### config.mk
export PLATFORM = sky130hd
export DESIGN_NAME = eprom_pulse_prog
export DESIGN_NICKNAME = d
export VERILOG_FILES = /design/src/rtl/ppc_pkg.sv /design/src/rtl/ppc_timer.sv /design/src/rtl/ppc_addr_cnt.sv /design/src/rtl/ppc_retry_cnt.sv /design/src/rtl/eprom_pulse_prog.sv
export SDC_FILE = /design/constraint.sdc
export NUM_CORES = 1
export LEC_CHECK = 0
export ABC_CLOCK_PERIOD_IN_PS = 3400
export CAP_MARGIN = 20
export CORE_UTILIZATION = 45
export DETAILED_ROUTE_END_ITERATION = 7
export DONT_BUFFER_PORTS = 1
export PLACE_DENSITY_LB_ADDON = 0.25
export SLEW_MARGIN = 20
export SYNTH_ARGS = -nofsm -noshare
export SYNTH_HDL_FRONTEND = slang
export SYNTH_SLANG_ARGS = --single-unit
### constraint.sdc
create_clock -name clk_i -period 3.4 [get_ports clk_i]
set_input_delay 0.68 -clock clk_i [delete_from_list [all_inputs] [get_ports clk_i]]
set_output_delay 0.68 -clock clk_i [all_outputs]
set_load 0.02 [all_outputs]
### src/rtl/ppc_pkg.sv
package ppc_pkg;

  typedef enum logic [2:0] {
    ST_IDLE,
    ST_SETUP,
    ST_PULSE,
    ST_HOLD,
    ST_VFY,
    ST_NSET,
    ST_FREAD
  } ppc_state_e;

  // ceiling conversion of a duration to clock cycles, never less than one
  function automatic int unsigned ns_to_cyc(longint unsigned hz, longint unsigned ns);
    longint unsigned c;
    c = (hz * ns + 64'd999_999_999) / 64'd1_000_000_000;
    if (c == 0) c = 1;
    return c[31:0];
  endfunction

endpackage

### src/rtl/ppc_timer.sv
module ppc_timer #(
  parameter int unsigned W = 8
) (
  input  logic         clk_i,
  input  logic         rst_ni,
  input  logic         load_i,
  input  logic [W-1:0] val_i,
  output logic         done_o
);

  logic [W-1:0] cnt_q;

  always_ff @(posedge clk_i or negedge rst_ni) begin
    if (!rst_ni)            cnt_q <= '0;
    else if (load_i)        cnt_q <= val_i;
    else if (cnt_q != '0)   cnt_q <= cnt_q - 1'b1;
  end

  assign done_o = (cnt_q == '0);

endmodule

### src/rtl/ppc_addr_cnt.sv
module ppc_addr_cnt #(
  parameter int unsigned ADDR_W = 15
) (
  input  logic              clk_i,
  input  logic              rst_ni,
  input  logic              clr_i,
  input  logic              inc_i,
  output logic [ADDR_W-1:0] addr_o,
  output logic              last_o
);

  logic [ADDR_W-1:0] addr_q;

  always_ff @(posedge clk_i or negedge rst_ni) begin
    if (!rst_ni)     addr_q <= '0;
    else if (clr_i)  addr_q <= '0;
    else if (inc_i)  addr_q <= addr_q + 1'b1;
  end

  assign addr_o = addr_q;
  assign last_o = &addr_q;

endmodule

### src/rtl/ppc_retry_cnt.sv
module ppc_retry_cnt #(
  parameter int unsigned MAX_PULSES = 10
) (
  input  logic clk_i,
  input  logic rst_ni,
  input  logic clr_i,
  input  logic inc_i,
  output logic at_max_o
);

  localparam int unsigned RW = $clog2(MAX_PULSES + 1);

  logic [RW-1:0] cnt_q;

  always_ff @(posedge clk_i or negedge rst_ni) begin
    if (!rst_ni)                     cnt_q <= '0;
    else if (clr_i)                  cnt_q <= '0;
    else if (inc_i && !at_max_o)     cnt_q <= cnt_q + 1'b1;
  end

  assign at_max_o = (cnt_q == RW'(MAX_PULSES));


  cnt_bound_chk: assert property (@(posedge clk_i) disable iff (!rst_ni)
    cnt_q <= RW'(MAX_PULSES));

endmodule

### src/rtl/eprom_pulse_prog.sv
module eprom_pulse_prog #(
  parameter int unsigned CLK_HZ     = 50_000_000,
  parameter int unsigned ADDR_W     = 15,
  parameter int unsigned DATA_W     = 8,
  parameter int unsigned MAX_PULSES = 10,
  parameter int unsigned PULSE_NS   = 100_000,
  parameter int unsigned SETUP_NS   = 2_000,
  parameter int unsigned HOLD_NS    = 2_000,
  parameter int unsigned ACCESS_NS  = 300
) (
  input  logic              clk_i,
  input  logic              rst_ni,
  input  logic              start_i,
  output logic              busy_o,
  output logic              pass_o,
  output logic              fail_o,
  output logic [ADDR_W-1:0] fail_addr_o,
  output logic [ADDR_W-1:0] addr_o,
  input  logic [DATA_W-1:0] src_data_i,
  output logic [DATA_W-1:0] dq_o,
  output logic              dq_oe_o,
  input  logic [DATA_W-1:0] dq_i,
  output logic              ce_no,
  output logic              oe_no,
  output logic              vpp_hi_o,
  output logic              vcc_hi_o
);
  import ppc_pkg::*;

  localparam int unsigned PULSE_CYC = ns_to_cyc(CLK_HZ, PULSE_NS);
  localparam int unsigned SETUP_CYC = ns_to_cyc(CLK_HZ, SETUP_NS);
  localparam int unsigned HOLD_CYC  = ns_to_cyc(CLK_HZ, HOLD_NS);
  localparam int unsigned RD_CYC    = ns_to_cyc(CLK_HZ, ACCESS_NS) + 1;
  localparam int unsigned MAX_A     = (PULSE_CYC > SETUP_CYC) ? PULSE_CYC : SETUP_CYC;
  localparam int unsigned MAX_B     = (HOLD_CYC > RD_CYC) ? HOLD_CYC : RD_CYC;
  localparam int unsigned MAX_CYC   = (MAX_A > MAX_B) ? MAX_A : MAX_B;
  localparam int unsigned TW        = $clog2(MAX_CYC + 1);

  localparam logic [TW-1:0] T_PULSE = TW'(PULSE_CYC - 1);
  localparam logic [TW-1:0] T_SETUP = TW'(SETUP_CYC - 1);
  localparam logic [TW-1:0] T_HOLD  = TW'(HOLD_CYC - 1);
  localparam logic [TW-1:0] T_RD    = TW'(RD_CYC - 1);

  ppc_state_e state_q, state_d;

  logic          tmr_load, tmr_done;
  logic [TW-1:0] tmr_val;
  logic          addr_clr, addr_inc, addr_last;
  logic          rty_clr, rty_inc, rty_max;
  logic          set_pass, set_fail, clr_flags;
  logic          rd_match;
  logic          pass_q, fail_q;
  logic [ADDR_W-1:0] fail_addr_q;

  ppc_timer #(.W(TW)) u_timer (
    .clk_i  (clk_i),
    .rst_ni (rst_ni),
    .load_i (tmr_load),
    .val_i  (tmr_val),
    .done_o (tmr_done)
  );

  ppc_addr_cnt #(.ADDR_W(ADDR_W)) u_addr (
    .clk_i  (clk_i),
    .rst_ni (rst_ni),
    .clr_i  (addr_clr),
    .inc_i  (addr_inc),
    .addr_o (addr_o),
    .last_o (addr_last)
  );

  ppc_retry_cnt #(.MAX_PULSES(MAX_PULSES)) u_retry (
    .clk_i    (clk_i),
    .rst_ni   (rst_ni),
    .clr_i    (rty_clr),
    .inc_i    (rty_inc),
    .at_max_o (rty_max)
  );

  assign rd_match = (dq_i == src_data_i);

  always_comb begin
    state_d   = state_q;
    tmr_load  = 1'b0;
    tmr_val   = '0;
    addr_clr  = 1'b0;
    addr_inc  = 1'b0;
    rty_clr   = 1'b0;
    rty_inc   = 1'b0;
    set_pass  = 1'b0;
    set_fail  = 1'b0;
    clr_flags = 1'b0;
    unique case (state_q)
      ST_IDLE: if (start_i) begin
        state_d   = ST_SETUP;
        tmr_load  = 1'b1;
        tmr_val   = T_SETUP;
        addr_clr  = 1'b1;
        rty_clr   = 1'b1;
        clr_flags = 1'b1;
      end
      ST_SETUP: if (tmr_done) begin
        state_d  = ST_PULSE;
        tmr_load = 1'b1;
        tmr_val  = T_PULSE;
        rty_inc  = 1'b1;
      end
      ST_PULSE: if (tmr_done) begin
        state_d  = ST_HOLD;
        tmr_load = 1'b1;
        tmr_val  = T_HOLD;
      end
      ST_HOLD: if (tmr_done) begin
        state_d  = ST_VFY;
        tmr_load = 1'b1;
        tmr_val  = T_RD;
      end
      ST_VFY: if (tmr_done) begin
        if (rd_match) begin
          tmr_load = 1'b1;
          tmr_val  = T_SETUP;
          rty_clr  = 1'b1;
          if (addr_last) begin
            state_d  = ST_NSET;
            addr_clr = 1'b1;
          end else begin
            state_d  = ST_SETUP;
            addr_inc = 1'b1;
          end
        end else if (rty_max) begin
          state_d  = ST_IDLE;
          set_fail = 1'b1;
        end else begin
          state_d  = ST_SETUP;
          tmr_load = 1'b1;
          tmr_val  = T_SETUP;
        end
      end
      ST_NSET: if (tmr_done) begin
        state_d  = ST_FREAD;
        tmr_load = 1'b1;
        tmr_val  = T_RD;
      end
      ST_FREAD: if (tmr_done) begin
        if (!rd_match) begin
          state_d  = ST_IDLE;
          set_fail = 1'b1;
        end else if (addr_last) begin
          state_d  = ST_IDLE;
          set_pass = 1'b1;
        end else begin
          addr_inc = 1'b1;
          tmr_load = 1'b1;
          tmr_val  = T_RD;
        end
      end
      default: state_d = ST_IDLE;
    endcase
  end

  always_ff @(posedge clk_i or negedge rst_ni) begin
    if (!rst_ni) begin
      state_q     <= ST_IDLE;
      pass_q      <= 1'b0;
      fail_q      <= 1'b0;
      fail_addr_q <= '0;
    end else begin
      state_q <= state_d;
      if (clr_flags) begin
        pass_q <= 1'b0;
        fail_q <= 1'b0;
      end
      if (set_pass) pass_q <= 1'b1;
      if (set_fail) begin
        fail_q      <= 1'b1;
        fail_addr_q <= addr_o;
      end
    end
  end

  assign busy_o      = (state_q != ST_IDLE);
  assign pass_o      = pass_q;
  assign fail_o      = fail_q;
  assign fail_addr_o = fail_addr_q;
  assign dq_o        = src_data_i;
  assign dq_oe_o     = (state_q == ST_SETUP) || (state_q == ST_PULSE) || (state_q == ST_HOLD);
  assign ce_no       = !((state_q == ST_PULSE) || (state_q == ST_FREAD));
  assign oe_no       = !((state_q == ST_VFY) || (state_q == ST_FREAD));
  assign vpp_hi_o    = dq_oe_o || (state_q == ST_VFY);
  assign vcc_hi_o    = vpp_hi_o;


  idle_quiet_chk: assert property (@(posedge clk_i) disable iff (!rst_ni)
    !busy_o |-> (ce_no && oe_no && !vpp_hi_o && !vcc_hi_o && !dq_oe_o));


  pulse_mode_chk: assert property (@(posedge clk_i) disable iff (!rst_ni)
    (!ce_no && vpp_hi_o) |-> (oe_no && dq_oe_o && vcc_hi_o));


  setup_stable_chk: assert property (@(posedge clk_i) disable iff (!rst_ni)
    ($fell(ce_no) && vpp_hi_o) |->
      ($stable(addr_o) && $stable(dq_o) && $stable(oe_no) && $stable(vpp_hi_o) && $stable(dq_oe_o)));


  vfy_release_chk: assert property (@(posedge clk_i) disable iff (!rst_ni)
    !oe_no |-> !dq_oe_o);


  addr_step_chk: assert property (@(posedge clk_i) disable iff (!rst_ni)
    !$stable(addr_o) |-> (addr_o == '0 || addr_o == ADDR_W'($past(addr_o) + 1'b1)));


  final_supply_chk: assert property (@(posedge clk_i) disable iff (!rst_ni)
    (!ce_no && !oe_no) |-> (!vpp_hi_o && !vcc_hi_o));


  flag_excl_chk: assert property (@(posedge clk_i) disable iff (!rst_ni)
    !(pass_o && fail_o));

endmodule

==> results of run 1 <==
## per-layer routing
layer / up-vias / GRT usage [%]
met1: 969 / 23.1
met4: 0 / 5.44
met5: - / 0
met2: 35 / 30.8
met3: 4 / 4.89
li1: 965 / -
## kinds of logic after synthesis
family                     count (synthesis)  share of synthesized area (%)
and+or+nand+nor                          116                           23.1
DFF                                       52                           45.5
AOI/OAI and AO/OA                         35                           7.97
xor gates and xnor gates                  31                           9.50
buffers and inverters                     26                           4.90
muxes                                     19                           7.31
adders and majority gates                  4                           1.75
## power breakdown
group	leakage (nW)	internal, mW	switching (mW)
sequential	0.649	0.665	0.0659
clock	0.0552	0.219	0.200
combinational	0.516	0.0770	0.0598
total	1.22	0.961	0.326
## final cells by class
class	instances	share of cell area [%]
well taps	75	3.16
multi-input cells	205	47.7
clock buffers	6	2.44
inverters	7	0.885
clock inverters	2	1.18
repair buffers	3	0.759
flip-flops and latches	52	43.8
## flip-flops by register name, indices dropped and copies added (netlist names)
register and count:
pass_o 1, state_q 3, fail_o 1, u_timer.cnt_q 13, fail_addr_o 15, u_addr.addr_o 15, u_retry.cnt_q 4
## critical path, stage by stage, from the launching register on
cell and delay, ns:
dfrtp_1 0.42, inv_1 0.07, ha_1 0.18, nor4b_2 0.31, nand3_2 0.23, or4_4 0.69, nor4b_1 0.35, xnor2_1 0.16
nor2_1 0.05
## placed cells by master, fill, tap and decap left out, drive strengths merged, types with 4 or more instances in the layout
master | Yosys | layout
xnor2 | 25 | 25
nor3 | 10 | 10
nand2 | 20 | 20
dfrtp | 52 | 52
nand3 | 7 | 7
xor2 | 6 | 6
mux2 | 15 | 15
and3 | 4 | 4
o21ai | 11 | 11
a21oi | 6 | 6
or3 | 4 | 4
mux2i | 4 | 4
nor2 | 42 | 42
nand4 | 7 | 7
nor4 | 8 | 8
inv | 7 | 7
ha | 4 | 4
clkbuf | 6 | 6
## final timing paths
check,startpoint,endpoint,cells past startpoint
hold / removal,rst_ni,u_timer.cnt_q[10]$_DFFE_PN0P_,0
setup / recovery,u_timer.cnt_q[0]$_DFFE_PN0P_,u_addr.addr_o[6]$_DFFE_PN0P_,8
min in group clk_i,u_timer.cnt_q[1]$_DFFE_PN0P_,u_timer.cnt_q[1]$_DFFE_PN0P_,1
hold reg to reg,u_timer.cnt_q[1]$_DFFE_PN0P_,u_timer.cnt_q[1]$_DFFE_PN0P_,1
max in group asynchronous,rst_ni,u_addr.addr_o[2]$_DFFE_PN0P_,0
setup reg to reg,u_timer.cnt_q[0]$_DFFE_PN0P_,u_addr.addr_o[6]$_DFFE_PN0P_,8
## per-stage QoR
stage | hold WS [ns] | cell area (um^2) | power, mW | util, % | setup WS (ns)
after floorplan | 0.384 | 2860 | 0.865 | - | 0.916
after global placement | 0.385 | 2860 | 0.875 | 47.5 | 0.864
after detailed placement | 0.385 | 2860 | 0.881 | 47.5 | 0.834
after CTS | 0.0513 | 2970 | 1.30 | 49.3 | 0.847
after global routing | 0.0365 | 2970 | 1.35 | 49.3 | 0.647
final | 0.0571 | 2970 | 1.29 | 49.3 | 0.835
==> out/results.ini, run 1 <==
[pwr]
p_per_area_nw_per_um2 = 433
power.leakage_nw = 1.22
peakVddDrop_uv = 283

[status]
status = finished, final reports clean

[yosys]
seq_area_frac_synth_pct = 45.5
synth_area_leaders = dfrtp_1 (46%), xnor2_1 (7.7%), mux2_2 (5.9%)
synth_ff_type = dfrtp_1
syn-num-nets = 306
synth-seq-cells = 52
synth.top_cells.by_count = dfrtp_1 (52), nor2_1 (38), xnor2_1 (25)
synth_edf_count = 0
ys_types = 48
synth_top_area_share_pct = 45.5
yosysMostFrequentCell = dfrtp_1
synth_top_area_cell = dfrtp_1
async_reset_ff_share_pct = 100
netlist_area_um2 = 2860
ys_warn_count = 0
synth_cells = 283
syn_avg_cell_area_um2 = 10.1

[sta]
skew_ns = 0.0109
finalHoldViolCount = 0
slew_violations = 0
finalCritPeriodShare_pct = 75.4
period_needed_ns = 2.56
rsz0062_at_grt = false
worst_slew_pin_slew_ns = 0.716
setup_viol = 0
slew_headroom_pct = 52.3
setup_tns_ns = 0
max_freq_mhz = 390

[clock_network]
cts_tree = yes
cts.sinks = 52
cts_setup_buffers = 0
cts_made_buffers = 5
clk_pin_slew_ns = 0.10
cts_hold_buf = 0
cts-root-buf = clkbuf_8
clk-insertion-delay-late_ns = 0.30
post_cts_resized = 0
h-tree-depth = 2
clockBufferDepth = 2

[detailed_routing]
post-route-drc-count = 0
wl_per_cell_um = 16.0
firstDrtPassIters = 4
maxUsedRoutingLayer = met4
wl_met3_um = 246
met2_length_um = 2790
drtAntennaViolNets = 0
vias = 1973
wirelength_um = 5620
viasPerCell = 5.64
drt_iter0_drc = 118
drt-met1-wl_um = 2540

[finish]
multi_input_area_um2 = 1420
n_fill_cell = 571
seqCellArea_um2 = 1300
num-nets-final = 297
layout-drive-gt1-share_pct = 15.3
syn2layout_area_growth_pct = 3.85
fin_cells = 350
diodes = 0

[critical_path]
crit_fanout = 13
cp.arrival_ns = 2.77
path_class = flop to flop
cp_data_required_time_ns = 3.60
critPathCaptureType = flop
r2r_slack_ns = 0.84
worstSetupStartpointType = flop

[place]
dpl.hpwl_um = 4090
io_buffers = 0
place.gp.congestion = 0.762
dpl.cell_count = 342

[die]
core_um2 = 6030
io_pins = 65
die_h_um = 81.7
dieArea_um2 = 6680
start_util_pct = 47.4
die_x_um = 81.7
fp-row-count = 28

[worst_hold_path]
hp-class = primary input to async pin

[global_routing]
grt_max_degree = 53
grt_pass1_wl_um = 9230
track_usage_pct = 18.3
grt_pass1_vias = 1883
antenna_found_initial = 0
gr-total-overflow = 0

[flow_run]
cap_violations = 0

No activity file was read; power rests on OpenSTA's default activity.
==> run 2: changes to the inputs <==
ABC_CLOCK_PERIOD_IN_PS = 2530   (was 3400)
clock period = 2.53 ns   (was 3.4 ns; I/O delays follow)
==> run 2 against run 1 <==
Net effect: non-clock buffer count up 26; via count is 5.6% higher; critical path depth is the same; sequential power rose by 36%; first-iteration DRC count is 10% lower; sequential share of layout area decreased by 2.9 points; power up 30%; largest cell class unchanged; flip-flop and latch count is the same.
==> out/results.ini, run 2 (same netlist as run 1, synthesis figures left out) <==
[status]
status = finished, final reports clean

[place]
dpl.hpwl_um = 4460
place_area_um2 = 3050
io_buffers = 0
place.gp.congestion = 0.823

[clock_network]
clk-insertion-delay-late_ns = 0.30
h-tree-depth = 2
cts-root-buf = clkbuf_8
clk_pin_slew_ns = 0.09
cts.sinks = 52
cts_made_buffers = 5
cts_tree = yes
clockBufferDepth = 2

[sta]
slew_headroom_pct = 60.5
setup_viol = 0
setup_tns_ns = 0
skew_ns = 0.00591
finalHoldViolCount = 0
period_needed_ns = 2.35
rsz0062_at_grt = false
whs_ns = 0.0362
max_freq_mhz = 425
finalCritPeriodShare_pct = 93.1
worst_slew_pin_slew_ns = 0.592
slew_violations = 0

[finish]
design_area_um2 = 3180
syn2layout_area_growth_pct = 11.1
layout-drive-gt1-share_pct = 23.0
final_util_pct = 52.7
seqCellArea_um2 = 1300
diodes = 0
num-nets-final = 323
final_cell_mix = dfrtp_1 (52), nor2_1 (38), buf_4 (28)
mostFrequentLayoutCell = dfrtp_1
multi_input_area_um2 = 1430
n_fill_cell = 576

[pwr]
p_per_area_nw_per_um2 = 526
peakVddDrop_uv = 287
power.leakage_nw = 1.35
p_total_mw = 1.67

[die]
dieArea_um2 = 6680
io_pins = 65
fp-row-count = 28
die_h_um = 81.7
core_um2 = 6030
start_util_pct = 47.4
die_x_um = 81.7

[global_routing]
grt_max_degree = 53
grt_pass1_wl_um = 9970
track_usage_pct = 19.7
antenna_found_initial = 0
grt_pass1_vias = 2146
gr-total-overflow = 0

[worst_hold_path]
hp-class = primary input to async pin

[critical_path]
crit_fanout = 6
cp.arrival_ns = 2.58
worstSetupStartpointType = flop
critPathCaptureType = flop
cp_data_required_time_ns = 2.75
path_class = flop to flop

[detailed_routing]
drt_iter0_drc = 106
wirelength_um = 6060
firstDrtPassIters = 4
wl_per_cell_um = 16.2
vias = 2083
viasPerCell = 5.55
post-route-drc-count = 0
drtAntennaViolNets = 0

[flow_run]
cap_violations = 0

[run 2: cell types whose count changed in the layout (fill, tap and decap cells not counted), sizes merged]
cell,delta
buf,+26
bufinv,-1
clkbuf,-1
clkinv,-1
clkinvlp,+1
inv,+1
[run 2: path summary, 6_finish.rpt]
check                                        startpoint                            to  slack [ns]  depth (start not counted)
max                        u_timer.cnt_q[0]$_DFFE_PN0P_  u_retry.cnt_q[2]$_DFFE_PN0P_        0.18                          8
min                                              rst_ni        state_q[0]$_DFFE_PN0P_        0.04                          1
max reg2reg                u_timer.cnt_q[0]$_DFFE_PN0P_  u_retry.cnt_q[2]$_DFFE_PN0P_        0.18                          8
min reg2reg                u_timer.cnt_q[1]$_DFFE_PN0P_  u_timer.cnt_q[1]$_DFFE_PN0P_        0.52                          1
max in group asynchronous                        rst_ni    fail_addr_o[0]$_DFFE_PN0P_        2.25                          1
min in group clk_i         u_timer.cnt_q[1]$_DFFE_PN0P_  u_timer.cnt_q[1]$_DFFE_PN0P_        0.52                          1
[run 2: final cells by class]
| class | count | area share, % |
|---|---|---|
| multi-input cells | 205 | 45.1 |
| repair buffers | 29 | 7.48 |
| well taps | 75 | 2.95 |
| inverters | 7 | 0.827 |
| clock inverters | 2 | 0.512 |
| flip-flops and latches | 52 | 41.0 |
| clock buffers | 5 | 2.17 |
[run 2: timing repair]
item,CTS,global route
hold buffers,1,0
endpoints found under the setup margin,0,2
resized for setup,0,2
buffers inserted,0,0
hold endpoints to repair,52,0
[run 2: metal layers]
| metal | global-route usage, % | vias up | wire, um |
|---|---|---|---|
| li1 | - | 1009 | - |
| met1 | 23.8 | 1022 | 2570 |
| met2 | 33.9 | 43 | 3050 |
| met3 | 5.00 | 9 | 317 |
| met4 | 6.84 | 0 | 117 |
| met5 | 0 | - | 0 |
[run 2: stage by stage]
step,setup WS (ns),cells
floorplan,0.220,283
global placement,0.185,367
detailed placement,0.164,367
CTS,0.152,375
global route,0.0158,375
finish,0.176,375
[run 2: where the power goes]
| group | internal (mW) | switching, mW |
|---|---|---|
| sequential | 0.893 | 0.0995 |
| combinational | 0.111 | 0.0968 |
| clock | 0.193 | 0.277 |
| total | 1.20 | 0.473 |
[run 2: worst max-delay path, cell delays in order, from the launching register on]
cell,delay (ns)
dfrtp_1,0.41
inv_1,0.06
ha_1,0.18
nor4b_4,0.28
nand3_2,0.12
buf_4,0.17
or4_1,0.48
or4_1,0.42
a21oi_1,0.16
==> run 3: changes to the inputs <==
CELL_PAD_IN_SITES_DETAIL_PLACEMENT = 0   (was unset)
CELL_PAD_IN_SITES_GLOBAL_PLACEMENT = 1   (was unset)
CORE_MARGIN = 2   (was unset)
==> run 3 against run 2 <==
Net effect: flip-flop and latch count unchanged; non-clock buffer count rose by 2; hold slack lost 0.00073 ns; combinational power rose by 2%; die area increased by 5.0%; sequential power about the same; cell count up 1.3%; setup slack got worse by 0.083 ns; largest cell class unchanged; highest routed layer unchanged.
==> out/results.ini, run 3 (same netlist as run 1, synthesis figures left out) <==
[sta]
setup_tns_ns = 0
setup_viol = 0
period_needed_ns = 2.44
skew_ns = 0.00420
max_freq_mhz = 410
layout_setup_ws_ns = 0.0922
finalCritPeriodShare_pct = 96.4
finalHoldViolCount = 0
slew_violations = 0
worst_slew_pin_slew_ns = 0.693
whs_ns = 0.0355
slew_headroom_pct = 53.8
rsz0062_at_grt = true

[die]
dieArea_um2 = 7010
start_util_pct = 45.8
fp-row-count = 29
core_um2 = 6240
die_h_um = 83.7
io_pins = 65
die_x_um = 83.7

[clock_network]
clockBufferDepth = 2
cts_made_buffers = 5
h-tree-depth = 2
clk-insertion-delay-late_ns = 0.31
cts.sinks = 52
cts_tree = yes
cts-root-buf = clkbuf_8
clk_pin_slew_ns = 0.10

[finish]
design_area_um2 = 3220
num-nets-final = 325
layout-drive-gt1-share_pct = 24.1
mostFrequentLayoutCell = dfrtp_1
n_fill_cell = 583
final_util_pct = 51.6
diodes = 0
fin_cells = 380
syn2layout_area_growth_pct = 12.7
final_cell_mix = dfrtp_1 (52), nor2_1 (38), buf_4 (29)

[critical_path]
worst_r2r_endpoint = u_addr.addr_o[5]$_DFFE_PN0P_
critPathCaptureType = flop
crit_fanout = 9
critPathLaunch = u_timer.cnt_q[0]$_DFFE_PN0P_
cp_slowest_stage_delay_ns = 0.65
r2r_start = u_timer.cnt_q[0]$_DFFE_PN0P_
cp.arrival_ns = 2.64
path_delay_family = simple AND/OR/NAND/NOR gates
cp_data_required_time_ns = 2.74
reg2reg_depth = 9
path_cells = inv_1 > ha_2 > nor4b_4 > nand3_2 > or4_4 > buf_12 > nor4_1 > xnor2_1 > nor2_2
path_class = flop to flop
crit_cells = 9
cpMaxStageDelayCell = or4_4
critPathCapture = u_addr.addr_o[5]$_DFFE_PN0P_
r2r_slack_ns = 0.09
path_buf_inv = 2
worstSetupStartpointType = flop

[detailed_routing]
drt_iter0_drc = 99
firstDrtPassIters = 4
wl_per_cell_um = 16.5
post-route-drc-count = 0
viasPerCell = 5.60
vias = 2127
wirelength_um = 6270
drtAntennaViolNets = 0

[global_routing]
track_usage_pct = 19.2
gr-total-overflow = 0
grt_pass1_vias = 2097
grt_max_degree = 53
antenna_found_initial = 0
grt_pass1_wl_um = 10900

[pwr]
peakVddDrop_uv = 308
power.leakage_nw = 1.37
p_total_mw = 1.71
p_per_area_nw_per_um2 = 532

[place]
place_area_um2 = 3050
place.gp.congestion = 0.823
dpl.cell_count = 369
post-place-ws_ns = 0.108
io_buffers = 0
dpl.hpwl_um = 4520

[worst_hold_path]
hp-class = primary input to async pin

[status]
status = finished, final reports clean

[flow_run]
cap_violations = 0

==> run 3: changes by cell type in the layout (fill, tap and decap cells not counted), sizes merged <==
cell      previous run  this run
buf                 29        31
clkbuf               5         6
clkinvlp             1         2
inv                  8         7
==> run 3: what timing repair did <==
action,CTS,global route
resized for setup,0,3
buffers inserted,0,2
hold buffers,1,0
hold endpoints to repair,52,0
endpoints found under the setup margin,0,12
==> run 3: where the power goes <==
| group | internal, mW | total [mW] | switching, mW |
|---|---|---|---|
| clock | 0.222 | 0.508 | 0.286 |
| combinational | 0.118 | 0.212 | 0.0938 |
| sequential | 0.893 | 0.993 | 0.0995 |
==> run 3: cell type report <==
class	instances	area, um^2	share of cell area (%)
multi-input cells	205	1440	44.5
flip-flops and latches	52	1300	40.4
repair buffers	31	265	8.23
well taps	77	96.3	2.99
clock buffers	6	82.6	2.56
inverters	7	26.3	0.816
clock inverters	2	15.0	0.466
==> run 3: worst min-delay path by stage <==
stage	start	to	slack (ns)	cells past startpoint
2_1_floorplan	rst_ni	fail_addr_o[0]$_DFFE_PN0P_	0.21	0
4_1_cts	rst_ni	fail_addr_o[1]$_DFFE_PN0P_	0.05	1
3_3_place_gp	rst_ni	u_retry.cnt_q[3]$_DFFE_PN0P_	0.21	0
3_5_place_dp	rst_ni	fail_addr_o[0]$_DFFE_PN0P_	0.21	0
6_report	rst_ni	fail_addr_o[1]$_DFFE_PN0P_	0.04	1
5_1_grt	rst_ni	fail_addr_o[1]$_DFFE_PN0P_	0.05	1
==> run 3: routing by layer <==
metal,wire length [um],GRT usage [%],vias to the layer above
li1,-,-,1029
met1,2780,26.6,1049
met5,0,0,-
met2,3090,30.3,42
met3,306,4.35,7
met4,89,5.43,0
==> run 3: worst reg2reg max path, delay by kind of cell, from the launching register on <==
kind | cells | cell delay (ns)
and+or+nand+nor | 5 | 1.32
DFF | 1 | 0.42
buffers and inverters | 2 | 0.24
adders and majority gates | 1 | 0.18
xor gates and xnor gates | 1 | 0.18
